`src/rtl/spi_rp_pkg.sv`:
```
`timescale 1ns/1ps
package spi_rp_pkg;
    localparam int ADDR_W  = 13;
    localparam int BYTE_W  = 8;
    localparam int LEN_W   = 2;
    localparam int INSTR_W = 1 + LEN_W + ADDR_W;
    localparam int BCNT_W  = $clog2(INSTR_W);
    localparam int LOCAL_N = 4;

    typedef logic [ADDR_W-1:0] addr_t;
    typedef logic [BYTE_W-1:0] byte_t;

    typedef enum logic [1:0] {PH_INSTR, PH_DATA, PH_HOLD} phase_e;
    typedef enum logic [LEN_W-1:0] {LEN_1 = 2'd0, LEN_2, LEN_3, LEN_STREAM} len_e;

    typedef struct packed {
        logic  rd;
        len_e  len;
        addr_t addr;
    } instr_t;

    typedef struct packed {
        logic wire4;
        logic lsb;
    } mode_t;

    function automatic addr_t addr_next(addr_t a, logic lsb);
        return lsb ? a - 1'b1 : a + 1'b1;
    endfunction

    function automatic logic is_local(addr_t a);
        return a < ADDR_W'(LOCAL_N);
    endfunction

    function automatic byte_t shift_byte(byte_t cur, logic d, logic lsb);
        return lsb ? {d, cur[BYTE_W-1:1]} : {cur[BYTE_W-2:0], d};
    endfunction

    function automatic logic [INSTR_W-1:0] shift_word(logic [INSTR_W-1:0] cur, logic d, logic lsb);
        return lsb ? {d, cur[INSTR_W-1:1]} : {cur[INSTR_W-2:0], d};
    endfunction
endpackage

```
`src/rtl/spi_rp_edge.sv`:
```
`timescale 1ns/1ps
module spi_rp_edge (
    input  logic clk,
    input  logic rst,
    input  logic sclk,
    output logic rise,
    output logic fall
);
    logic sclk_q;

    always_ff @(posedge clk) begin
        if (rst) sclk_q <= 1'b0;
        else     sclk_q <= sclk;
    end

    assign rise = sclk & ~sclk_q;
    assign fall = ~sclk & sclk_q;
endmodule

```
`src/rtl/spi_rp_ctrl.sv`:
```
`timescale 1ns/1ps
module spi_rp_ctrl
    import spi_rp_pkg::*;
#(
    parameter byte_t REV_ID = 8'hF6,
    parameter byte_t DEV_ID = 8'h48
) (
    input  logic       clk,
    input  logic       rst,
    input  logic       wr_en,
    input  logic [1:0] sel,
    input  logic [2:0] wr_bits,   // data bits 7,6,5
    output byte_t      rd_data,
    output mode_t      mode,
    output logic       soft_rst
);
    mode_t mode_q;
    logic  srst_q;

    always_ff @(posedge clk) begin
        if (rst) begin
            mode_q <= '0;
            srst_q <= 1'b0;
        end else begin
            srst_q <= 1'b0;
            if (wr_en && sel == 2'd0) begin
                if (wr_bits[0]) begin
                    mode_q <= '0;
                    srst_q <= 1'b1;
                end else begin
                    mode_q.wire4 <= wr_bits[2];
                    mode_q.lsb   <= wr_bits[1];
                end
            end
        end
    end

    always_comb begin
        unique case (sel)
            2'd0:    rd_data = {mode_q.wire4, mode_q.lsb, 1'b0, 1'b1, 4'b0000};
            2'd1:    rd_data = '0;
            2'd2:    rd_data = REV_ID;
            default: rd_data = DEV_ID;
        endcase
    end

    assign mode     = mode_q;
    assign soft_rst = srst_q;

    // the reset pulse is a single cycle and leaves the defaults in place
    a_r7_pulse_once: assert property (@(posedge clk) disable iff (rst)
        soft_rst |=> !soft_rst);
    a_r7_defaults: assert property (@(posedge clk) disable iff (rst)
        soft_rst |-> (mode == '0));
endmodule

```
`src/rtl/spi_rp_seq.sv`:
```
`timescale 1ns/1ps
module spi_rp_seq
    import spi_rp_pkg::*;
(
    input  logic  clk,
    input  logic  rst,
    input  logic  csn,
    input  logic  rise,
    input  logic  fall,
    input  logic  sdi,
    input  mode_t mode_live,
    input  byte_t rd_data,
    output logic  wr_stb,
    output logic  rd_stb,
    output addr_t acc_addr,
    output byte_t wr_data,
    output logic  dout,
    output logic  rd_phase,
    output mode_t mode_act
);
    phase_e              phase;
    logic [INSTR_W-1:0]  sh;
    logic [BCNT_W-1:0]   bitcnt;
    instr_t              ins;
    logic [LEN_W-1:0]    bdone;
    addr_t               addr;
    byte_t               osh;
    logic                dout_q;

    logic [INSTR_W-1:0]  sh_nx;
    instr_t              ins_nx;
    byte_t               byte_nx;
    addr_t               addr_adv;
    logic                instr_end, byte_end, last_byte;

    assign sh_nx     = shift_word(sh, sdi, mode_act.lsb);
    assign ins_nx    = instr_t'(sh_nx);
    assign byte_nx   = shift_byte(sh[BYTE_W-1:0], sdi, mode_act.lsb);
    assign addr_adv  = addr_next(addr, mode_act.lsb);
    assign instr_end = rise && phase == PH_INSTR && bitcnt == BCNT_W'(INSTR_W-1);
    assign byte_end  = rise && phase == PH_DATA  && bitcnt == BCNT_W'(BYTE_W-1);
    assign last_byte = (ins.len != LEN_STREAM) && (bdone == LEN_W'(ins.len));

    always_comb begin
        wr_stb   = 1'b0;
        rd_stb   = 1'b0;
        acc_addr = addr;
        if (instr_end) begin
            rd_stb   = ins_nx.rd;
            acc_addr = ins_nx.addr;
        end else if (byte_end) begin
            if (!ins.rd) begin
                wr_stb = 1'b1;
            end else if (!last_byte) begin
                rd_stb   = 1'b1;
                acc_addr = addr_adv;
            end
        end
    end

    assign wr_data  = byte_nx;
    assign dout     = dout_q;
    assign rd_phase = (phase == PH_DATA) && ins.rd;

    always_ff @(posedge clk) begin
        if (rst) begin
            phase    <= PH_INSTR;
            sh       <= '0;
            bitcnt   <= '0;
            ins      <= '0;
            bdone    <= '0;
            addr     <= '0;
            osh      <= '0;
            dout_q   <= 1'b0;
            mode_act <= '0;
        end else if (csn) begin
            phase    <= PH_INSTR;
            bitcnt   <= '0;
            dout_q   <= 1'b0;
            mode_act <= mode_live;
        end else if (rise) begin
            unique case (phase)
                PH_INSTR: begin
                    sh     <= sh_nx;
                    bitcnt <= bitcnt + 1'b1;
                    if (instr_end) begin
                        ins    <= ins_nx;
                        addr   <= ins_nx.addr;
                        bdone  <= '0;
                        bitcnt <= '0;
                        phase  <= PH_DATA;
                        if (ins_nx.rd) osh <= rd_data;
                    end
                end
                PH_DATA: begin
                    sh[BYTE_W-1:0] <= byte_nx;
                    bitcnt         <= bitcnt + 1'b1;
                    if (byte_end) begin
                        bitcnt <= '0;
                        if (last_byte) begin
                            phase <= PH_HOLD;
                        end else begin
                            addr  <= addr_adv;
                            bdone <= bdone + 1'b1;
                            if (ins.rd) osh <= rd_data;
                        end
                    end
                end
                default: ;
            endcase
        end else if (fall && phase == PH_DATA && ins.rd) begin
            dout_q <= mode_act.lsb ? osh[0] : osh[BYTE_W-1];
            osh    <= mode_act.lsb ? (osh >> 1) : (osh << 1);
        end
    end

    // chip select high always returns the sequencer to the command phase
    a_r10_abort_restart: assert property (@(posedge clk) disable iff (rst)
        csn |=> (phase == PH_INSTR && bitcnt == '0));
    // the working mode cannot change inside a transfer
    a_r6_mode_frozen: assert property (@(posedge clk) disable iff (rst)
        (!csn && $past(!csn)) |-> $stable(mode_act));
    // once the byte count is spent, no access is issued
    a_r2_hold_quiet: assert property (@(posedge clk) disable iff (rst)
        (phase == PH_HOLD) |-> !(wr_stb || rd_stb));
    // a single access per cycle
    a_r9_one_strobe: assert property (@(posedge clk) disable iff (rst)
        !(wr_stb && rd_stb));
endmodule

```
`src/rtl/spi_regport.sv`:
```
`timescale 1ns/1ps
module spi_regport
    import spi_rp_pkg::*;
#(
    parameter byte_t REV_ID = 8'hF6,
    parameter byte_t DEV_ID = 8'h48
) (
    input  logic              clk,
    input  logic              rst,
    input  logic              spi_sclk,
    input  logic              spi_csn,
    input  logic              sdio_in,
    output logic              sdio_out,
    output logic              sdio_oe,
    output logic              sdo_out,
    output logic              sdo_oe,
    output logic              rf_wr,
    output logic              rf_rd,
    output logic [ADDR_W-1:0] rf_addr,
    output logic [BYTE_W-1:0] rf_wdata,
    input  logic [BYTE_W-1:0] rf_rdata,
    output logic              soft_rst_o
);
    logic  rise, fall;
    logic  wr_stb, rd_stb, dout, rd_phase, local_sel;
    addr_t acc_addr;
    byte_t wr_data, loc_rdata, rd_mux;
    mode_t mode_live, mode_act;

    spi_rp_edge u_edge (
        .clk  (clk),
        .rst  (rst),
        .sclk (spi_sclk),
        .rise (rise),
        .fall (fall)
    );

    spi_rp_seq u_seq (
        .clk       (clk),
        .rst       (rst),
        .csn       (spi_csn),
        .rise      (rise),
        .fall      (fall),
        .sdi       (sdio_in),
        .mode_live (mode_live),
        .rd_data   (rd_mux),
        .wr_stb    (wr_stb),
        .rd_stb    (rd_stb),
        .acc_addr  (acc_addr),
        .wr_data   (wr_data),
        .dout      (dout),
        .rd_phase  (rd_phase),
        .mode_act  (mode_act)
    );

    spi_rp_ctrl #(.REV_ID(REV_ID), .DEV_ID(DEV_ID)) u_ctrl (
        .clk      (clk),
        .rst      (rst),
        .wr_en    (wr_stb & local_sel),
        .sel      (acc_addr[1:0]),
        .wr_bits  (wr_data[7:5]),
        .rd_data  (loc_rdata),
        .mode     (mode_live),
        .soft_rst (soft_rst_o)
    );

    assign local_sel = is_local(acc_addr);
    assign rd_mux    = local_sel ? loc_rdata : rf_rdata;

    assign rf_wr    = wr_stb & ~local_sel;
    assign rf_rd    = rd_stb & ~local_sel;
    assign rf_addr  = acc_addr;
    assign rf_wdata = wr_data;

    assign sdio_out = dout;
    assign sdo_out  = dout;
    assign sdio_oe  = ~spi_csn & ~mode_act.wire4 & rd_phase;
    assign sdo_oe   = ~spi_csn &  mode_act.wire4;

    // never two drivers at once, and silent when deselected
    a_r5_one_driver: assert property (@(posedge clk) disable iff (rst)
        !(sdio_oe && sdo_oe));
    a_r5_idle_hiz: assert property (@(posedge clk) disable iff (rst)
        spi_csn |-> (!sdio_oe && !sdo_oe));
    // local addresses never reach the downstream interface
    a_r9_local_quiet: assert property (@(posedge clk) disable iff (rst)
        (rf_wr || rf_rd) |-> (rf_addr >= ADDR_W'(LOCAL_N)));
endmodule

```
`config.mk`:
```
export PLATFORM = sky130hd
export DESIGN_NAME = spi_regport
export DESIGN_NICKNAME = d
export VERILOG_FILES = /design/src/rtl/spi_rp_pkg.sv /design/src/rtl/spi_rp_edge.sv /design/src/rtl/spi_rp_ctrl.sv /design/src/rtl/spi_rp_seq.sv /design/src/rtl/spi_regport.sv
export SDC_FILE = /design/constraint.sdc
export NUM_CORES = 1
export LEC_CHECK = 0
export ABC_AREA = 1
export ABC_CLOCK_PERIOD_IN_PS = 4850
export BUFFER_PORTS_ARGS = -buffer_cell sky130_fd_sc_hd__buf_2
export CORE_MARGIN = 2
export CORE_UTILIZATION = 55
export DETAILED_ROUTE_END_ITERATION = 12
export GPL_TIMING_DRIVEN = 1
export PLACE_DENSITY_LB_ADDON = 0.3
export SYNTH_ARGS = -nofsm -noshare
export SYNTH_HDL_FRONTEND = slang
export SYNTH_HIERARCHICAL = 1
export SYNTH_SLANG_ARGS = --single-unit
```
`constraint.sdc`:
```
create_clock -name clk -period 4.85 [get_ports clk]
set_input_delay 0.97 -clock clk [delete_from_list [all_inputs] [get_ports clk]]
set_output_delay 0.97 -clock clk [all_outputs]
set_load 0.01 [all_outputs]
```
Word-level counts from Yosys, hierarchy flattened
Cells that the tools add are included.
Widths: inputs -> output; s select.

word-level totals
  logic and storage cells = 120
  flip-flop bits (word level) = 55

operators by class
  reduce and logical (&&, ||, !) cells = 24
  equal/unequal tests = 17
  bitwise gates (word level) = 15
  order comparisons = 1
  add/subtract/negate cells = 4
  mux-type cells = 43

operators with widths
  cell                   number
  $mux 13                7
  $mux 8                 10
  $pmux 8 s2             2
  $pmux 13 s2            1
  $pmux 8 s3             1
  $ne 3x3->1 const B     6
  $mux 16                1
  $mux 2                 7
  $add 13x1->13 const B  1
  $lt 13x3->1 const B    1
  $sub 13x1->13 const B  1
  $reduce_and 5->1       2
  $logic_and 1x1->1      9
  $mux 1                 9
  $and 1x1->1            8
  $mux 4                 2
  $pmux 2 s2             2
  $pmux 4 s2             1
  $reduce_and 8->1       1
  $not 1->1              7
  $ne 2x1->1 const B     3
  $reduce_and 3->1       2
  $reduce_and 6->1       1
  $add 4x1->4 const B    1
  other kinds (12)       18

Depth between registers and ports, before layout
Gate-level depths: netlist of the first run.

  word-level depth = 14
  gate-level depth with buffers = 24

Cells and area by module
Netlist of the first run, hierarchy kept.

modules (own cells, without submodules)
  module       cells each  instances  sequential area each (µm²)  area an instance (µm²)
  spi_rp_seq   614         1          1,021.0                     3,758.6
  spi_regport  46          1          0.0                         234.0
  spi_rp_ctrl  31          1          60.1                        185.2
  spi_rp_edge  6           1          20.0                        38.8

Worst setup path after synthesis of the first run
No wires, ideal clock.

  path kind = in2out
  start point = input port spi_sclk
  end point = output port rf_rd
  required time = 3,880 ps
  slack = 953 ps
  buffers on the path = 3
  stages = 16
  data arrival time = 2,927 ps
  path through = inv_1 nor2_1 buf_2 nand2_2 nor2_4 nand2_2 inv_2 buf_2 nand2_1 a22oi_1 nor2_1 and2_1 buf_6 nand2_4 inv_2 nor2_1

between the ends
  word-level cells in the longest chain between the ends = 8
  elaborated cells between the ends (all ways) = 12

ends and longest elaborated chain
  what                             line               RTL
  from (decl)                      spi_regport.sv:10  input logic spi_sclk,
  $and 1x1->1 *                    spi_rp_edge.sv:16  assign rise = sclk & ~sclk_q;
  named net rise                   spi_regport.sv:24  logic rise, fall;
  $logic_and 1x1->1 (2 in series)  spi_rp_seq.sv:41   assign byte_end = rise && phase == PH_DATA && bitcnt == BCNT_W'(BYTE_W-1);
  $mux 13                          spi_rp_seq.sv:51   end else if (byte_end) begin
  $mux 13 *                        spi_rp_seq.sv:48   if (instr_end) begin
  named net rf_addr[8]             spi_regport.sv:19  output logic [ADDR_W-1:0] rf_addr,
  $lt 13x3->1 *                    spi_rp_pkg.sv:32   return a < ADDR_W'(LOCAL_N);
  $not 1->1 *                      spi_regport.sv:71  assign rf_rd = rd_stb & ~local_sel;
  $and 1x1->1 *                    spi_regport.sv:71
  to (decl)                        spi_regport.sv:18  output logic rf_rd,

Mark *: on every way through the listed nets, which the timed path passes. The rest lies on a longest branch.

Final worst setup path of the first run
  start point = input port spi_sclk
  end point = output port rf_rd

between the ends
  word-level cells in the longest chain between the ends = 8
  elaborated cells between the ends (all ways) = 12

ends and longest elaborated chain
  what                             line
  $and 1x1->1 *                    spi_rp_edge.sv:16
  named net rise                   spi_regport.sv:24
  $logic_and 1x1->1 (2 in series)  spi_rp_seq.sv:41
  $mux 13                          spi_rp_seq.sv:51
  $mux 13                          spi_rp_seq.sv:48
  $lt 13x3->1                      spi_rp_pkg.sv:32
  $not 1->1                        spi_regport.sv:71
  $and 1x1->1 *                    spi_regport.sv:71

Marks and branches as above.

==> results.sh, run 1 <==
export IMPL_status="finished clean"
export IMPL_synthMuxAreaShare_pct=0
export IMPL_reg2reg_from="u_seq/mode_act[0]"
export IMPL_floorplan_initialDensity_pct=57.52
export IMPL_drt_first_pass_iters=5
export IMPL_final_common_cell="nand2_1"
export IMPL_grt_pass1_vias=4149
export IMPL_synth_flop_cell="dfxtp_1"
export IMPL_grt_remaining_overflow=0
export IMPL_max_freq_mhz=228.6
export IMPL_total_power_uw=867.5
export IMPL_p_leak_uw=0.002193
export IMPL_synth_nets=723
export IMPL_yosysWarnings=6
export IMPL_tns_ns=0
export IMPL_synth_avg_cell_area_sq_um=6.050
export IMPL_grt_util_all_layers_pct=28.67
export IMPL_final_nets=735
export IMPL_min_path_type="flip-flop to flip-flop"
export IMPL_syn_inst=697
export IMPL_setup_violations_final=0
export IMPL_final_antenna_net_count=0
export IMPL_post_dp_cell_area_sq_um=4347
export IMPL_coreArea_sq_um=7331
export IMPL_rows=31
export IMPL_cts_hold_fix_buffers=0
export IMPL_cts_buffer_depth=2
export IMPL_cts_setup_buffers=0
export IMPL_cp_end_kind="primary output"
export IMPL_dpl_cell_count=801
export IMPL_worstSetupStartpointType="primary input"
export IMPL_synth_top_family_by_area="simple AND/OR/NAND/NOR gates"
export IMPL_drc_errors=0
export IMPL_clkTransAtPathRegs_ns=0.10
export IMPL_synth_compound_area_share_pct=20.45
export IMPL_routed_via_count=4404
export IMPL_grt_first_pass_wirelength_um=19740
export IMPL_cts_resized=0
export IMPL_skew_ns=0.007769
export IMPL_insertion_delay_ns=0.32
export IMPL_antenna_found_initial=0
export IMPL_synth_edf_count=0
export IMPL_diodes=0
export IMPL_crit_type="primary input to primary output"
export IMPL_stdcell_count=809
export IMPL_area_growth_pct=5.371
export IMPL_place_congestion=0.9165
export IMPL_maxSlewViolCount=0
export IMPL_crit_start="spi_sclk"
export IMPL_cp_max_fo=19
export IMPL_synthArstFlopShare_pct=0
export IMPL_fill_cells=705
export IMPL_cap_viol_max_count=0
export IMPL_wl_per_cell_um=14.18
export IMPL_slew_headroom_pct=26.01
export IMPL_peakVddDrop_mv=0.1547
export IMPL_cts_root_buf="clkbuf_8"
export IMPL_synth_distinct_cells=41
export IMPL_cts_made_buffers=5
export IMPL_synth_simple_area_share_pct=33.47
export IMPL_die_area_sq_um=8383
export IMPL_final_cell_mix="180 x nand2_1, 91 x inv_1, 71 x a21oi_1"
export IMPL_viasPerCell=5.444
export IMPL_post_route_period_util_pct=90.21
export IMPL_finalWirelength_um=11470
export IMPL_syn_area_sq_um=4217
export IMPL_r2r_end="u_seq/osh[0]"
export IMPL_die_y_um=91.56
export IMPL_worstPathRequired_ns=3.88
export IMPL_htreeDepth=2
export IMPL_worstMarginPinSlew_ns=1.109
export IMPL_synth_seq_cells=55
export IMPL_portBuffers=40
export IMPL_num_io_pins=41
export IMPL_r2r_setup_slack_ns=1.51
export IMPL_power_density_nw_per_um2=195.3
export IMPL_grt_max_degree=39
export IMPL_utilization_pct=60.61
export IMPL_hold_violations=0
export IMPL_rsz0062_at_grt="no"
export IMPL_synth_seq_area_share_pct=26.11
export IMPL_die_w_um=91.56
export IMPL_synthAdderAreaFrac_pct=4.036
export IMPL_cts_tree="built"
export IMPL_dp_hpwl_um=8570
export IMPL_synth_xor_xnor_area_share_pct=1.869
export IMPL_drt_iter0_markers=392
export IMPL_ff2ff_path_depth=20
export IMPL_cts_sinks=55
export IMPL_endpoint="rf_rd"
export IMPL_arrival_ns=3.41
export IMPL_drive_gt1_share_pct=12.54
export IMPL_final_area_sq_um=4443
export IMPL_fin_crit_ns=4.375
-- cell families after synthesis --
logic type      after synthesis
simple gates                322
compound gates              160
buf+inv                     137
flops                        55
fa+ha+maj                    13
xor+xnor                      9
other cells                   1
-- worst max-delay path, cell delays in order --
cell and delay [ns]:
buf_2 0.09, inv_1 0.05, nor2_1 0.20, buf_4 0.27, nand2_2 0.10, nor2_4 0.14
nand2_2 0.21, inv_2 0.27, nand2_1 0.10, a22oi_1 0.20, nor2_1 0.06, and2_1 0.27
nand2_4 0.19, inv_2 0.05, nor2_1 0.09, buf_2 0.14
-- metrics by stage --
stage | setup slack (ns) | hold WS (ns)
2_1_floorplan | 0.9533 | 0.4375
3_3_place_gp | 0.6567 | 0.4553
3_5_place_dp | 0.5602 | 0.4611
4_1_cts | 0.5472 | 0.4774
5_1_grt | 0.2067 | 0.4963
6_report | 0.4749 | 0.4723
-- layer usage --
metal  track usage (%)  part of all wire [%]  vias up
li1                  -                     -     2238
met1             40.38                    45     1963
met2             45.89                    45      188
met3             3.734                   9.0       15
met4             7.955                   1.3        0
met5                 0                     0        -
-- cells in the mapped netlist (8+ instances only) --
master	instances	area share, %
buf_4	12	2.1
a21oi_1	71	8.4
inv_2	8	0.71
inv_1	91	8.1
dfxtp_1	55	26
nand2_1	180	16
ha_1	12	3.6
o21ai_1	13	1.5
nor2_1	64	5.7
o21ai_0	60	7.1
nand3_1	40	4.7
clkbuf_1	14	1.2
-- how the worst min path moves through the flow --
stage / slack (ns) / cells after the start / end / startpoint
after floorplan: 0.44 / 2 / u_seq/ins[14] / u_seq/ins[14]
after global routing: 0.50 / 2 / u_seq/sh[5] / u_seq/sh[5]
after CTS: 0.48 / 2 / u_seq/sh[5] / u_seq/sh[5]
after detailed placement: 0.46 / 2 / u_seq/sh[5] / u_seq/sh[5]
after global placement: 0.46 / 2 / u_seq/sh[5] / u_seq/sh[5]
final: 0.47 / 2 / u_seq/sh[5] / u_seq/sh[5]
-- registers in the layout, indices dropped and copies added (netlist names) --
signal,count
u_seq/addr,13
u_ctrl/mode,2
u_seq/bitcnt,4
u_ctrl/soft_rst,1
u_seq/dout,1
u_seq/mode_act,2
u_edge/sclk_q,1
u_seq/phase,2
u_seq/ins,3
u_seq/bdone,2
u_seq/sh,16
u_seq/osh,8
-- power breakdown --
group          leakage, uW  internal, uW  switching [uW]
combinational      0.00170          38.1            85.1
clock            0.0000463           106             165
sequential        0.000447           465            7.76
-- final cells by class --
class | count | area, sq um | share of cell area [%]
Multi-Input combinational cell | 505 | 2526 | 56.86
Clock inverter | 3 | 27.53 | 0.6195
Sequential cell | 55 | 1102 | 24.81
Tap cell | 99 | 123.9 | 2.788
Timing Repair Buffer | 43 | 222.7 | 5.013
Inverter | 99 | 371.6 | 8.364
Clock buffer | 5 | 68.82 | 1.549
Note: power is estimated with default switching activity, not from simulation.
==> inputs of run 2 (changes only) <==
ABC_AREA = not set   (was 1)
==> results.sh, run 2 <==
export IMPL_status="finished clean"
export IMPL_cts_buffer_depth=2
export IMPL_htreeDepth=2
export IMPL_cp_end_kind="primary output"
export IMPL_r2r_setup_slack_ns=1.06
export IMPL_synth_flop_cell="dfxtp_1"
export IMPL_routed_via_count=3612
export IMPL_crit_type="flip-flop to primary output"
export IMPL_coreArea_sq_um=6869
export IMPL_cts_tree="built"
export IMPL_grt_first_pass_wirelength_um=16400
export IMPL_slew_headroom_pct=44.02
export IMPL_viasPerCell=6.071
export IMPL_grt_pass1_vias=3290
export IMPL_place_ws_ns=0.4003
export IMPL_reg_top3="u_seq/sh x16, u_seq/addr x13, u_seq/osh x8"
export IMPL_drive_gt1_share_pct=18.04
export IMPL_drt_iter0_markers=255
export IMPL_place_congestion=0.9355
export IMPL_cts_hold_fix_buffers=0
export IMPL_finalWirelength_um=10310
export IMPL_final_common_cell="nor2_1"
export IMPL_largest_register="u_seq/sh"
export IMPL_synth_top_area_cell="dfxtp_1"
export IMPL_worstMarginPinSlew_ns=0.8309
export IMPL_die_w_um=88.61
export IMPL_floorplan_initialDensity_pct=57.32
export IMPL_cts_root_buf="clkbuf_8"
export IMPL_skew_ns=0.006093
export IMPL_synth_area_leaders="dfxtp_1 28%, mux2i_1 9.7%, nor2_1 5.4%"
export IMPL_rows=30
export IMPL_hold_violations=0
export IMPL_final_antenna_net_count=0
export IMPL_synth_nets=503
export IMPL_hold_slack_ns=0.5126
export IMPL_rsz0062_at_grt="no"
export IMPL_post_dp_cell_area_sq_um=4139
export IMPL_tns_ns=0
export IMPL_stdcell_count=595
export IMPL_worst_slack_ns=0.2381
export IMPL_wl_per_cell_um=17.33
export IMPL_synth_common_cells="57 x nor2_1, 55 x dfxtp_1, 38 x mux2i_1"
export IMPL_area_growth_pct=7.658
export IMPL_synth_top_area_share_pct=27.96
export IMPL_seqCellArea_sq_um=1102
export IMPL_dp_hpwl_um=7652
export IMPL_antenna_found_initial=0
export IMPL_synth_edf_count=0
export IMPL_synth_avg_cell_area_sq_um=8.255
export IMPL_worstPathRequired_ns=3.88
export IMPL_syn_area_sq_um=3938
export IMPL_syn_inst=477
export IMPL_setup_violations_final=0
export IMPL_die_area_sq_um=7852
export IMPL_drc_errors=0
export IMPL_dpl_cell_count=587
export IMPL_synth_seq_cells=55
export IMPL_grt_max_degree=33
export IMPL_power_density_nw_per_um2=185.9
export IMPL_final_nets=524
export IMPL_worstSetupStartpointType="flip-flop"
export IMPL_grt_remaining_overflow=0
export IMPL_post_route_period_util_pct=95.09
export IMPL_grt_util_all_layers_pct=26.79
export IMPL_synth_seq_area_share_pct=27.96
export IMPL_cap_viol_max_count=0
export IMPL_num_io_pins=41
export IMPL_final_cell_mix="57 x nor2_1, 54 x dfxtp_1, 40 x buf_2"
export IMPL_yosysMostFrequentCell="nor2_1"
export IMPL_insertion_delay_ns=0.31
export IMPL_synth_distinct_cells=66
export IMPL_cts_sinks=55
export IMPL_multi_input_area_sq_um=2589
export IMPL_max_freq_mhz=216.8
export IMPL_yosysWarnings=6
export IMPL_fill_cells=637
export IMPL_arrival_ns=3.64
export IMPL_diodes=0
export IMPL_drt_first_pass_iters=5
export IMPL_maxSlewViolCount=0
export IMPL_cp_max_fo=13
export IMPL_largest_reg_flops=16
export IMPL_p_leak_uw=0.001702
export IMPL_cts_made_buffers=5
export IMPL_final_area_sq_um=4239
export IMPL_portBuffers=40
export IMPL_min_path_type="flip-flop to flip-flop"
export IMPL_clkTransAtPathRegs_ns=0.10
export IMPL_fin_crit_ns=4.612
export IMPL_synthArstFlopShare_pct=0
export IMPL_peakVddDrop_mv=0.1058
export IMPL_die_y_um=88.61
run 2: power breakdown:
part	internal (uW)	switching [uW]	total, uW
registers	460	6.55	467
clock network	102	154	255
logic	25.1	41.1	66.2
run 2: final cells by class:
class	instances	area share, %
Timing Repair Buffer	52	6.848
Clock buffer	6	1.712
Tap cell	96	2.834
Multi-Input combinational cell	370	61.07
Sequential cell	55	26.00
Inverter	14	1.240
Clock inverter	2	0.2952
run 2: routing by layer:
layer / GRT usage, % / share of wire [%] / vias to the layer above
li1: - / - / 1762
met1: 35.48 / 46 / 1698
met2: 44.02 / 46 / 131
met3: 4.851 / 5.9 / 21
met4: 9.366 / 2.3 / 0
met5: 0 / 0 / -
run 2: what timing repair did:
action | 4_1_cts | 5_1_grt
setup buffers | 0 | 0
endpoints found under the setup margin | 0 | 1
resized for setup | 0 | 2
run 2: cell families after synthesis:
group	synth area share, %
AND/OR/NAND/NOR	23.71
AO/OA/AOI/OAI	20.56
flip-flops	27.96
buffers and inverters	6.673
multiplexers	13.57
XOR/XNOR	3.114
adder cells (fa/ha/maj)	4.321
other	0.09524
run 2: final timing paths:
check,from,cells after the start,end
worst max register to register,u_seq/mode_act[0],15,u_seq/osh[2]
worst max-delay path,u_seq/mode_act[0],12,rf_rd
worst min register to register,u_seq/sh[0],2,u_seq/sh[0]
worst min-delay path,u_seq/sh[0],2,u_seq/sh[0]
run 2: metrics by stage:
step | total power (uW) | util, %
3_5_place_dp | 542.6 | 60.26
5_1_grt | 817.7 | 61.71
2_1_floorplan | 524.4 | -
6_report | 787.9 | 61.71
3_3_place_gp | 540.9 | 60.26
4_1_cts | 791.9 | 61.49
run 2: worst max-delay path, stage by stage, from the launching register on:
cell and delay [ns]:
dfxtp_2 0.51, inv_1 0.20, fa_1 0.51, nor2b_1 0.18, o31a_1 0.22, a21oi_1 0.15, and3_2 0.25, o211ai_1 0.18
nand3_1 0.18, nor4_4 0.31, nand3_4 0.25, and2_1 0.25, buf_2 0.14
==> inputs of run 3 (changes only) <==
ABC_CLOCK_PERIOD_IN_PS = 4500   (was 4850)
clock period = 4.5 ns   (was 4.85 ns; I/O delays follow)
==> results.sh, run 3 (synthesis gave the netlist of run 2 again) <==
export IMPL_status="finished clean"
export IMPL_dpl_cell_count=589
export IMPL_cts_sinks=55
export IMPL_cts_root_buf="clkbuf_8"
export IMPL_drt_first_pass_iters=6
export IMPL_fin_crit_ns=4.262
export IMPL_diodes=0
export IMPL_num_io_pins=41
export IMPL_rsz0062_at_grt="no"
export IMPL_coreArea_sq_um=6869
export IMPL_largest_reg_flops=16
export IMPL_largest_register="u_seq/sh"
export IMPL_cp_max_fo=13
export IMPL_peakVddDrop_mv=0.1111
export IMPL_portBuffers=40
export IMPL_die_y_um=88.61
export IMPL_dp_hpwl_um=7692
export IMPL_area_growth_pct=8.389
export IMPL_worstHoldPathCells=2
export IMPL_p_leak_uw=0.001712
export IMPL_tns_ns=0
export IMPL_worstMarginPinSlew_ns=0.9193
export IMPL_drt_iter0_markers=211
export IMPL_worst_slack_ns=0.2376
export IMPL_skew_ns=0.005055
export IMPL_reg2reg_from="u_seq/mode_act[0]"
export IMPL_cts_tree="built"
export IMPL_ff2ff_path_depth=16
export IMPL_reg_top3="u_seq/sh x16, u_seq/addr x13, u_seq/osh x8"
export IMPL_grt_max_degree=54
export IMPL_worstPathRequired_ns=3.60
export IMPL_htreeDepth=2
export IMPL_insertion_delay_ns=0.31
export IMPL_slew_headroom_pct=38.71
export IMPL_clkTransAtPathRegs_ns=0.10
export IMPL_min_from="u_seq/bdone[1]"
export IMPL_max_freq_mhz=234.6
export IMPL_cts_buffer_depth=2
export IMPL_crit_type="flip-flop to primary output"
export IMPL_cap_viol_max_count=0
export IMPL_wl_per_cell_um=17.38
export IMPL_cts_resized=0
export IMPL_place_ws_ns=0.3354
export IMPL_routed_via_count=3627
export IMPL_hold_violations=0
export IMPL_worstSetupStartpointType="flip-flop"
export IMPL_stdcell_count=597
export IMPL_final_nets=526
export IMPL_final_cell_mix="57 x nor2_1, 54 x dfxtp_1, 40 x buf_2"
export IMPL_maxSlewViolCount=0
export IMPL_r2r_setup_slack_ns=0.75
export IMPL_grt_util_all_layers_pct=27.03
export IMPL_final_antenna_net_count=0
export IMPL_finalWirelength_um=10380
export IMPL_cts_hold_fix_buffers=0
export IMPL_power_density_nw_per_um2=205.3
export IMPL_die_area_sq_um=7852
export IMPL_floorplan_initialDensity_pct=57.32
export IMPL_post_route_period_util_pct=94.72
export IMPL_cts_made_buffers=5
export IMPL_r2r_end="u_seq/osh[3]"
export IMPL_rows=30
export IMPL_cts_setup_buffers=0
export IMPL_arrival_ns=3.36
export IMPL_die_w_um=88.61
export IMPL_hold_path_end="u_seq/bdone[1]"
export IMPL_setup_violations_final=0
export IMPL_antenna_found_initial=0
export IMPL_grt_first_pass_wirelength_um=16420
export IMPL_grt_pass1_vias=3323
export IMPL_drive_gt1_share_pct=18.36
export IMPL_cp_end_kind="primary output"
export IMPL_grt_remaining_overflow=0
export IMPL_min_path_type="flip-flop to flip-flop"
export IMPL_viasPerCell=6.075
export IMPL_place_congestion=0.8736
export IMPL_crit_start="u_seq/mode_act[0]"
export IMPL_final_common_cell="nor2_1"
export IMPL_drc_errors=0
export IMPL_total_power_uw=876.3
-- run 3: cell count changes in the layout (fill, tap and decap cells not counted) --
cell / previous run / this run
clkbuf_8: 5 / 7
o41ai_1: 0 / 1
a21boi_0: 2 / 1
a21boi_1: 0 / 1
clkinv_2: 1 / 0
dfxtp_2: 1 / 0
clkbuf_1: 1 / 0
dfxtp_4: 0 / 1
buf_4: 12 / 14
o41ai_2: 2 / 1
-- run 3: worst max path at each step --
| stage | slack (ns) | end | depth (start not counted) |
|---|---|---|---|
| 6_report | 0.24 | rf_rd | 12 |
| 5_1_grt | 0.07 | rf_rd | 12 |
| 4_1_cts | 0.07 | rf_rd | 11 |
| 3_5_place_dp | 0.34 | rf_rd | 12 |
| 3_3_place_gp | 0.40 | rf_rd | 12 |
| 2_1_floorplan | 0.28 | rf_rd | 12 |
-- run 3: where the power goes --
group / switching [uW] / internal [uW]
sequential: 6.93 / 495
clock: 163 / 140
combinational: 44.3 / 26.6
-- run 3: layout make-up --
class	instances	area, sq um
Clock inverter	1	7.507
Inverter	14	52.55
Fill cell	630	2601
Timing Repair Buffer	54	305.3
Tap cell	96	120.1
Clock buffer	7	96.34
Multi-Input combinational cell	370	2581
Sequential cell	55	1105
-- run 3: routing by layer --
metal	up-vias	wire length (um)	track usage [%]
li1	1771	-	-
met1	1688	4616	35.99
met2	153	4810	45.11
met3	15	748	4.198
met4	0	199	8.540
met5	-	0	0
-- run 3: metrics by stage --
| step | cell area [sq um] | hold slack, ns | utilization (%) |
|---|---|---|---|
| after floorplan | 3938 | 0.4565 | - |
| after global placement | 4154 | 0.4846 | 60.47 |
| after detailed placement | 4154 | 0.4947 | 60.47 |
| after CTS | 4258 | 0.5086 | 61.99 |
| after global routing | 4268 | 0.5509 | 62.13 |
| final | 4268 | 0.5073 | 62.13 |
-- run 3: critical path, stage by stage, from the launching register on --
cell,delay (ns)
dfxtp_4,0.41
ha_1,0.38
a21o_1,0.18
a21oi_1,0.22
a21oi_1,0.13
o41ai_1,0.34
buf_4,0.20
xor2_1,0.16
o21ai_0,0.18
nor4_4,0.42
nand3_4,0.11
and2_1,0.19
buf_2,0.14
